[config.mk]
export PLATFORM = sky130hd
export DESIGN_NAME = vlo_offset_decoder
export DESIGN_NICKNAME = d
export VERILOG_FILES = /design/src/rtl/vlo_pkg.sv /design/src/rtl/vlo_prefix_decode.sv /design/src/rtl/vlo_ctrl.sv /design/src/rtl/vlo_datapath.sv /design/src/rtl/vlo_offset_decoder.sv
export SDC_FILE = /design/constraint.sdc
export NUM_CORES = 1
export LEC_CHECK = 0
export BUFFER_PORTS_ARGS = -buffer_cell sky130_fd_sc_hd__buf_2
export CAP_MARGIN = 30
export CORE_UTILIZATION = 38
export DETAILED_ROUTE_END_ITERATION = 7
export PLACE_DENSITY_LB_ADDON = 0.1
export SKIP_CTS_REPAIR_TIMING = 1
export SYNTH_ARGS = -nofsm -noshare
export SYNTH_HDL_FRONTEND = slang
export SYNTH_SLANG_ARGS = --single-unit
[constraint.sdc]
create_clock -name clk -period 7.9 [get_ports clk]
set_input_delay 0.395 -clock clk [delete_from_list [all_inputs] [get_ports clk]]
set_output_delay 0.395 -clock clk [all_outputs]
set_load 0.005 [all_outputs]
[src/rtl/vlo_pkg.sv]
package vlo_pkg;
  localparam int LEN_W = 3;

  typedef struct packed {
    logic             capFirst;
    logic             shiftByte;
    logic             finish;
    logic [LEN_W-1:0] len;
  } vloStrobe_t;

  typedef enum logic [1:0] {
    ST_FIRST   = 2'd0,
    ST_COLLECT = 2'd1,
    ST_PRESENT = 2'd2
  } vloState_t;
endpackage

[src/rtl/vlo_prefix_decode.sv]
module vlo_prefix_decode #(
  parameter int MAX_BYTES = 4
) (
  input  logic [7:0]               firstByte,
  output logic [vlo_pkg::LEN_W-1:0] fieldLen,
  output logic                     tooLong
);
  localparam int LW = vlo_pkg::LEN_W;

  logic [LW-1:0] onesCnt;
  logic          stopped;

  // Count the run of leading ones, capped at MAX_BYTES.
  always_comb begin
    onesCnt = '0;
    stopped = 1'b0;
    for (int i = 7; i >= 0; i--) begin
      if (!stopped) begin
        if (firstByte[i] && (int'(onesCnt) < MAX_BYTES)) onesCnt = onesCnt + 1'b1;
        else stopped = 1'b1;
      end
    end
  end

  assign tooLong  = (int'(onesCnt) >= MAX_BYTES);
  assign fieldLen = tooLong ? LW'(MAX_BYTES) : onesCnt + 1'b1;
endmodule

[src/rtl/vlo_ctrl.sv]
module vlo_ctrl #(
  parameter int MAX_BYTES = 4
) (
  input  logic                      clk,
  input  logic                      rst,
  input  logic                      inValid,
  output logic                      inReady,
  input  logic [vlo_pkg::LEN_W-1:0] prefLen,
  input  logic                      prefErr,
  output vlo_pkg::vloStrobe_t       strobe,
  output logic                      outDone,
  output logic                      outErr
);
  import vlo_pkg::*;
  localparam int LW = LEN_W;

  vloState_t state, stateNxt;
  logic [LW-1:0] remain, remainNxt;
  logic [LW-1:0] curLen;
  logic          errHold;
  logic          accept;

  assign inReady = (state != ST_PRESENT);
  assign accept  = inValid && inReady;

  always_comb begin
    stateNxt         = state;
    remainNxt        = remain;
    strobe           = '0;
    strobe.len       = (state == ST_FIRST) ? prefLen : curLen;
    case (state)
      ST_FIRST: if (accept) begin
        if (prefErr) begin
          stateNxt = ST_PRESENT;
        end else begin
          strobe.capFirst = 1'b1;
          if (prefLen == LW'(1)) begin
            strobe.finish = 1'b1;
            stateNxt      = ST_PRESENT;
          end else begin
            remainNxt = prefLen - 1'b1;
            stateNxt  = ST_COLLECT;
          end
        end
      end
      ST_COLLECT: if (accept) begin
        strobe.shiftByte = 1'b1;
        remainNxt        = remain - 1'b1;
        if (remain == LW'(1)) begin
          strobe.finish = 1'b1;
          stateNxt      = ST_PRESENT;
        end
      end
      default: stateNxt = ST_FIRST;
    endcase
  end

  always_ff @(posedge clk) begin
    if (rst) begin
      state   <= ST_FIRST;
      remain  <= '0;
      curLen  <= '0;
      errHold <= 1'b0;
    end else begin
      state  <= stateNxt;
      remain <= remainNxt;
      if (state == ST_FIRST && accept) begin
        curLen  <= prefLen;
        errHold <= prefErr;
      end
    end
  end

  assign outDone = (state == ST_PRESENT) && !errHold;
  assign outErr  = (state == ST_PRESENT) && errHold;

  AST_READY_GAP: assert property (@(posedge clk) disable iff (rst)
    (outDone || outErr) |-> !inReady);
  AST_DONE_PULSE: assert property (@(posedge clk) disable iff (rst)
    outDone |=> (!outDone && inReady));
  AST_DONE_ERR_EXCL: assert property (@(posedge clk) disable iff (rst)
    !(outDone && outErr));
  AST_ERR_PULSE: assert property (@(posedge clk) disable iff (rst)
    outErr |=> (!outErr && inReady));
endmodule

[src/rtl/vlo_datapath.sv]
module vlo_datapath #(
  parameter int MAX_BYTES = 4,
  parameter int OUT_W     = 32
) (
  input  logic                      clk,
  input  logic                      rst,
  input  logic [7:0]                inByte,
  input  logic                      scaleEn,
  input  logic [1:0]                sizeSel,
  input  vlo_pkg::vloStrobe_t       strobe,
  output logic [OUT_W-1:0]          outValue,
  output logic [vlo_pkg::LEN_W-1:0] outLen
);
  import vlo_pkg::*;
  localparam int PAY_W = 7 * MAX_BYTES;

  logic [PAY_W-1:0] acc;
  logic [PAY_W-1:0] firstPay;
  logic [PAY_W-1:0] cand;
  logic [OUT_W-1:0] extVal [1:MAX_BYTES];
  logic [OUT_W-1:0] selVal;
  logic [OUT_W-1:0] finalVal;
  logic             lastFinish;

  // Keep only the bits after the prefix terminator.
  assign firstPay = PAY_W'(inByte & (8'h7F >> (strobe.len - 1'b1)));
  assign cand     = strobe.capFirst ? firstPay : {acc[PAY_W-9:0], inByte};

  for (genvar k = 1; k <= MAX_BYTES; k++) begin : g_ext
    localparam int B = 7 * k;
    assign extVal[k] = {{(OUT_W-B){cand[B-1]}}, cand[B-1:0]};
  end

  always_comb begin
    selVal = extVal[1];
    for (int k = 1; k <= MAX_BYTES; k++)
      if (strobe.len == LEN_W'(k)) selVal = extVal[k];
  end

  assign finalVal = (strobe.len == LEN_W'(1) && scaleEn) ? (selVal << sizeSel) : selVal;

  always_ff @(posedge clk) begin
    if (rst) begin
      acc        <= '0;
      outValue   <= '0;
      outLen     <= '0;
      lastFinish <= 1'b0;
    end else begin
      lastFinish <= strobe.finish;
      if (strobe.capFirst || strobe.shiftByte) acc <= cand;
      if (strobe.finish) begin
        outValue <= finalVal;
        outLen   <= strobe.len;
      end
    end
  end

  AST_LEN_RANGE: assert property (@(posedge clk) disable iff (rst)
    lastFinish |-> (outLen >= LEN_W'(1) && int'(outLen) <= MAX_BYTES));
  AST_LONG_SIGNEXT: assert property (@(posedge clk) disable iff (rst)
    (lastFinish && int'(outLen) == MAX_BYTES) |->
      ($countones(outValue[OUT_W-1:PAY_W-1]) == 0 ||
       $countones(outValue[OUT_W-1:PAY_W-1]) == OUT_W-PAY_W+1));
  AST_SHORT_UNSCALED: assert property (@(posedge clk) disable iff (rst)
    (strobe.finish && strobe.len == LEN_W'(1) && !scaleEn) |=>
      ($countones(outValue[OUT_W-1:6]) == 0 ||
       $countones(outValue[OUT_W-1:6]) == OUT_W-6));
endmodule

[src/rtl/vlo_offset_decoder.sv]
module vlo_offset_decoder #(
  parameter int MAX_BYTES = 4,
  parameter int OUT_W     = 32
) (
  input  logic                      clk,
  input  logic                      rst,
  input  logic                      inValid,
  output logic                      inReady,
  input  logic [7:0]                inByte,
  input  logic                      scaleEn,
  input  logic [1:0]                sizeSel,
  output logic                      outDone,
  output logic                      outErr,
  output logic [OUT_W-1:0]          outValue,
  output logic [vlo_pkg::LEN_W-1:0] outLen
);
  import vlo_pkg::*;

  logic [LEN_W-1:0] prefLen;
  logic             prefErr;
  vloStrobe_t       strobe;

  vlo_prefix_decode #(.MAX_BYTES(MAX_BYTES)) prefix_i (
    .firstByte(inByte), .fieldLen(prefLen), .tooLong(prefErr));

  vlo_ctrl #(.MAX_BYTES(MAX_BYTES)) ctrl_i (
    .clk(clk), .rst(rst), .inValid(inValid), .inReady(inReady),
    .prefLen(prefLen), .prefErr(prefErr), .strobe(strobe),
    .outDone(outDone), .outErr(outErr));

  vlo_datapath #(.MAX_BYTES(MAX_BYTES), .OUT_W(OUT_W)) dp_i (
    .clk(clk), .rst(rst), .inByte(inByte), .scaleEn(scaleEn),
    .sizeSel(sizeSel), .strobe(strobe), .outValue(outValue), .outLen(outLen));
endmodule

==> flow_summary.ini <==
[detailed_routing]
wl_per_cell_um = 16.7
drt_iter0_markers = 204
ant_nets = 0
drt-pass1-iter-count = 4
vias_per_cell = 5.53
routed_wl_um = 11400
vias = 3763
route.detailed.drc = 0

[timing]
maxSlewHeadroom = 0.365
setup_tns_ns = 0
final-setup-viol-count = 0
finalCritPeriodShare = 0.796
min_period_ns = 6.29
max_freq_mhz = 159
worst_pin_slew_ns = 0.953
rsz0062_at_grt = no
hold_viol = 0
hold-worst-slack_ns = 0.350
final.setup_skew_ns = 0.0156
fin_ws_ns = 1.61
final_max_slew_viol_count = 0

[critical_path]
crit_top_cell = ha_1
cp_max_fo = 8
critPathSlowestCell = a31oi_1
cp-end-kind = register
arrival_ns = 6.53
crit_family = compound AO/OA/AOI/OAI gates
cp-start-kind = input port
critPathMaxStageDelay_ns = 0.59
crit_required_ns = 8.15
path_class = input port to register
crit_buf_inv = 6

[floorplanning]
start_util = 0.390
io_pins = 52
rows = 37
dieArea_um2 = 11000
core_area_um2 = 10300
fp.dieH_um = 105
die_w_um = 105

[logic_synthesis]
syn_area_per_cell_um2 = 7.96
ys_types = 66
synthCells = 503
syn_area_um2 = 4000
yosysSeqAreaShare = 0.315
synth-edff-count = 0
synth_ff_type = dfxtp_1
synth_nets = 533
synth-seq-cells = 63
synth_warnings = 0
synthArstFlopShare = 0

[clock_tree]
cts_tree = yes
root_buffer = clkbuf_8
clkTransAtPathRegs_ns = 0.09
cts_sinks = 63
h-tree-depth = 3
ctsLongestPathBuffers = 2
clk_latency_ns = 0.36
cts_buffers = 9

[place]
place_congestion = 0.829
dp_cells = 664
place_ws_ns = 1.25
postPlaceCellArea_um2 = 4300
port_buffers = 51
hpwl_um = 8090

[grt]
grt_pass1_vias = 3673
antenna_found_initial = 0
grt_overflow = 0
grt_pass1_wl_um = 19300
grt.total_usage = 0.220
grt_max_degree = 49

[final_layout]
utilization = 0.440
final_cell_mix = dfxtp_1 (63), nand2_1 (62), buf_2 (51)
layout_commonest_cell = dfxtp_1
fin_area_um2 = 4520
area_delta_synth_final_pct = 13.0
drive_above_1_share = 0.178
stdcell_count = 680
fillerInstances = 1067
nets = 569
num_antenna_cells = 0

[power]
leakagePower_nw = 1.79
power_mw = 0.992
powerDensity_nw_per_um2 = 219
peakVddDrop_mv = 0.119

[run]
maxCapViolations = 0

[status]
status = completed

[worst_hold_path]
hold_class = input port to register
[worst register-to-register path, delay by kind of cell (launching register included)]
| kind | cells | cell delay [ns] |
|---|---|---|
| AOI/OAI and AO/OA | 4 | 1.12 |
| adders and majority gates | 1 | 0.33 |
| buffers and inverters | 1 | 0.14 |
| DFF | 1 | 0.61 |
| and+or+nand+nor | 4 | 1.00 |
[cells in the mapped netlist, types with 5 or more instances]
cell type	number	area, um^2
nor2_1	50	188
dfxtp_1	63	1260
nand2_1	62	233
o21a_1	7	52.6
nand2b_1	7	43.8
clkbuf_1	13	48.8
o21ai_0	17	85.1
o21ai_1	5	25.0
a211oi_1	17	128
ha_1	16	200
buf_2	10	50.1
a311oi_1	5	43.8
nor2b_1	7	43.8
nand3_1	12	60.1
o211ai_1	8	60.1
a31oi_1	6	37.5
mux2i_1	20	200
nand3b_1	5	37.5
inv_1	20	75.1
nor3_1	20	100
o22ai_1	10	62.6
a21oi_1	50	250
[cell families (layout without fill, tap and decap cells)]
kind of cell	Yosys count	after routing	synth area share
compound gates	158	158	0.264
xor+xnor	2	2	0.00438
fa+ha+maj	16	16	0.0500
buf+inv	52	93	0.0656
flops	63	63	0.315
mux	25	25	0.0725
simple gates	187	187	0.228
[worst paths after layout]
path	start	endpoint	slack, ns	depth (start not counted)
max reg2reg	ctrl_i.state[0]	dp_i.outValue[15]	4.59	10
min	inValid	ctrl_i.state[1]	0.35	3
max	inByte[6]	dp_i.outValue[15]	1.61	28
min reg2reg	dp_i.acc[14]	dp_i.acc[14]	0.46	2
[power breakdown]
group	leakage [nW]	total, mW	internal (mW)	switching, mW
logic	1.16	0.292	0.107	0.186
registers	0.514	0.368	0.345	0.0232
clock network	0.111	0.331	0.182	0.149
[layer usage]
layer | track usage | routed length [um]
met1 | 0.301 | 5600
met2 | 0.363 | 5180
met3 | 0.0318 | 491
met4 | 0.0594 | 117
met5 | 0 | 0
[state kept, by name, indices dropped and copies added, names as in the netlist]
name	count
ctrl_i.remain	3
ctrl_i.errHold	1
dp_i.outLen	3
dp_i.outValue	31
ctrl_i.state	2
dp_i.acc	20
ctrl_i.curLen	3
[area by class of cell]
type                       instances  area, um^2  area share
inverter                          20        75.1      0.0166
sequential                        63        1260       0.279
multi-input combinational        388        2490       0.551
timing repair buffer              57         300      0.0664
clock buffer                       9         124      0.0274
tap                              136         170      0.0376
clock inverter                     7         103      0.0227
(Power assumes the default switching activity.)
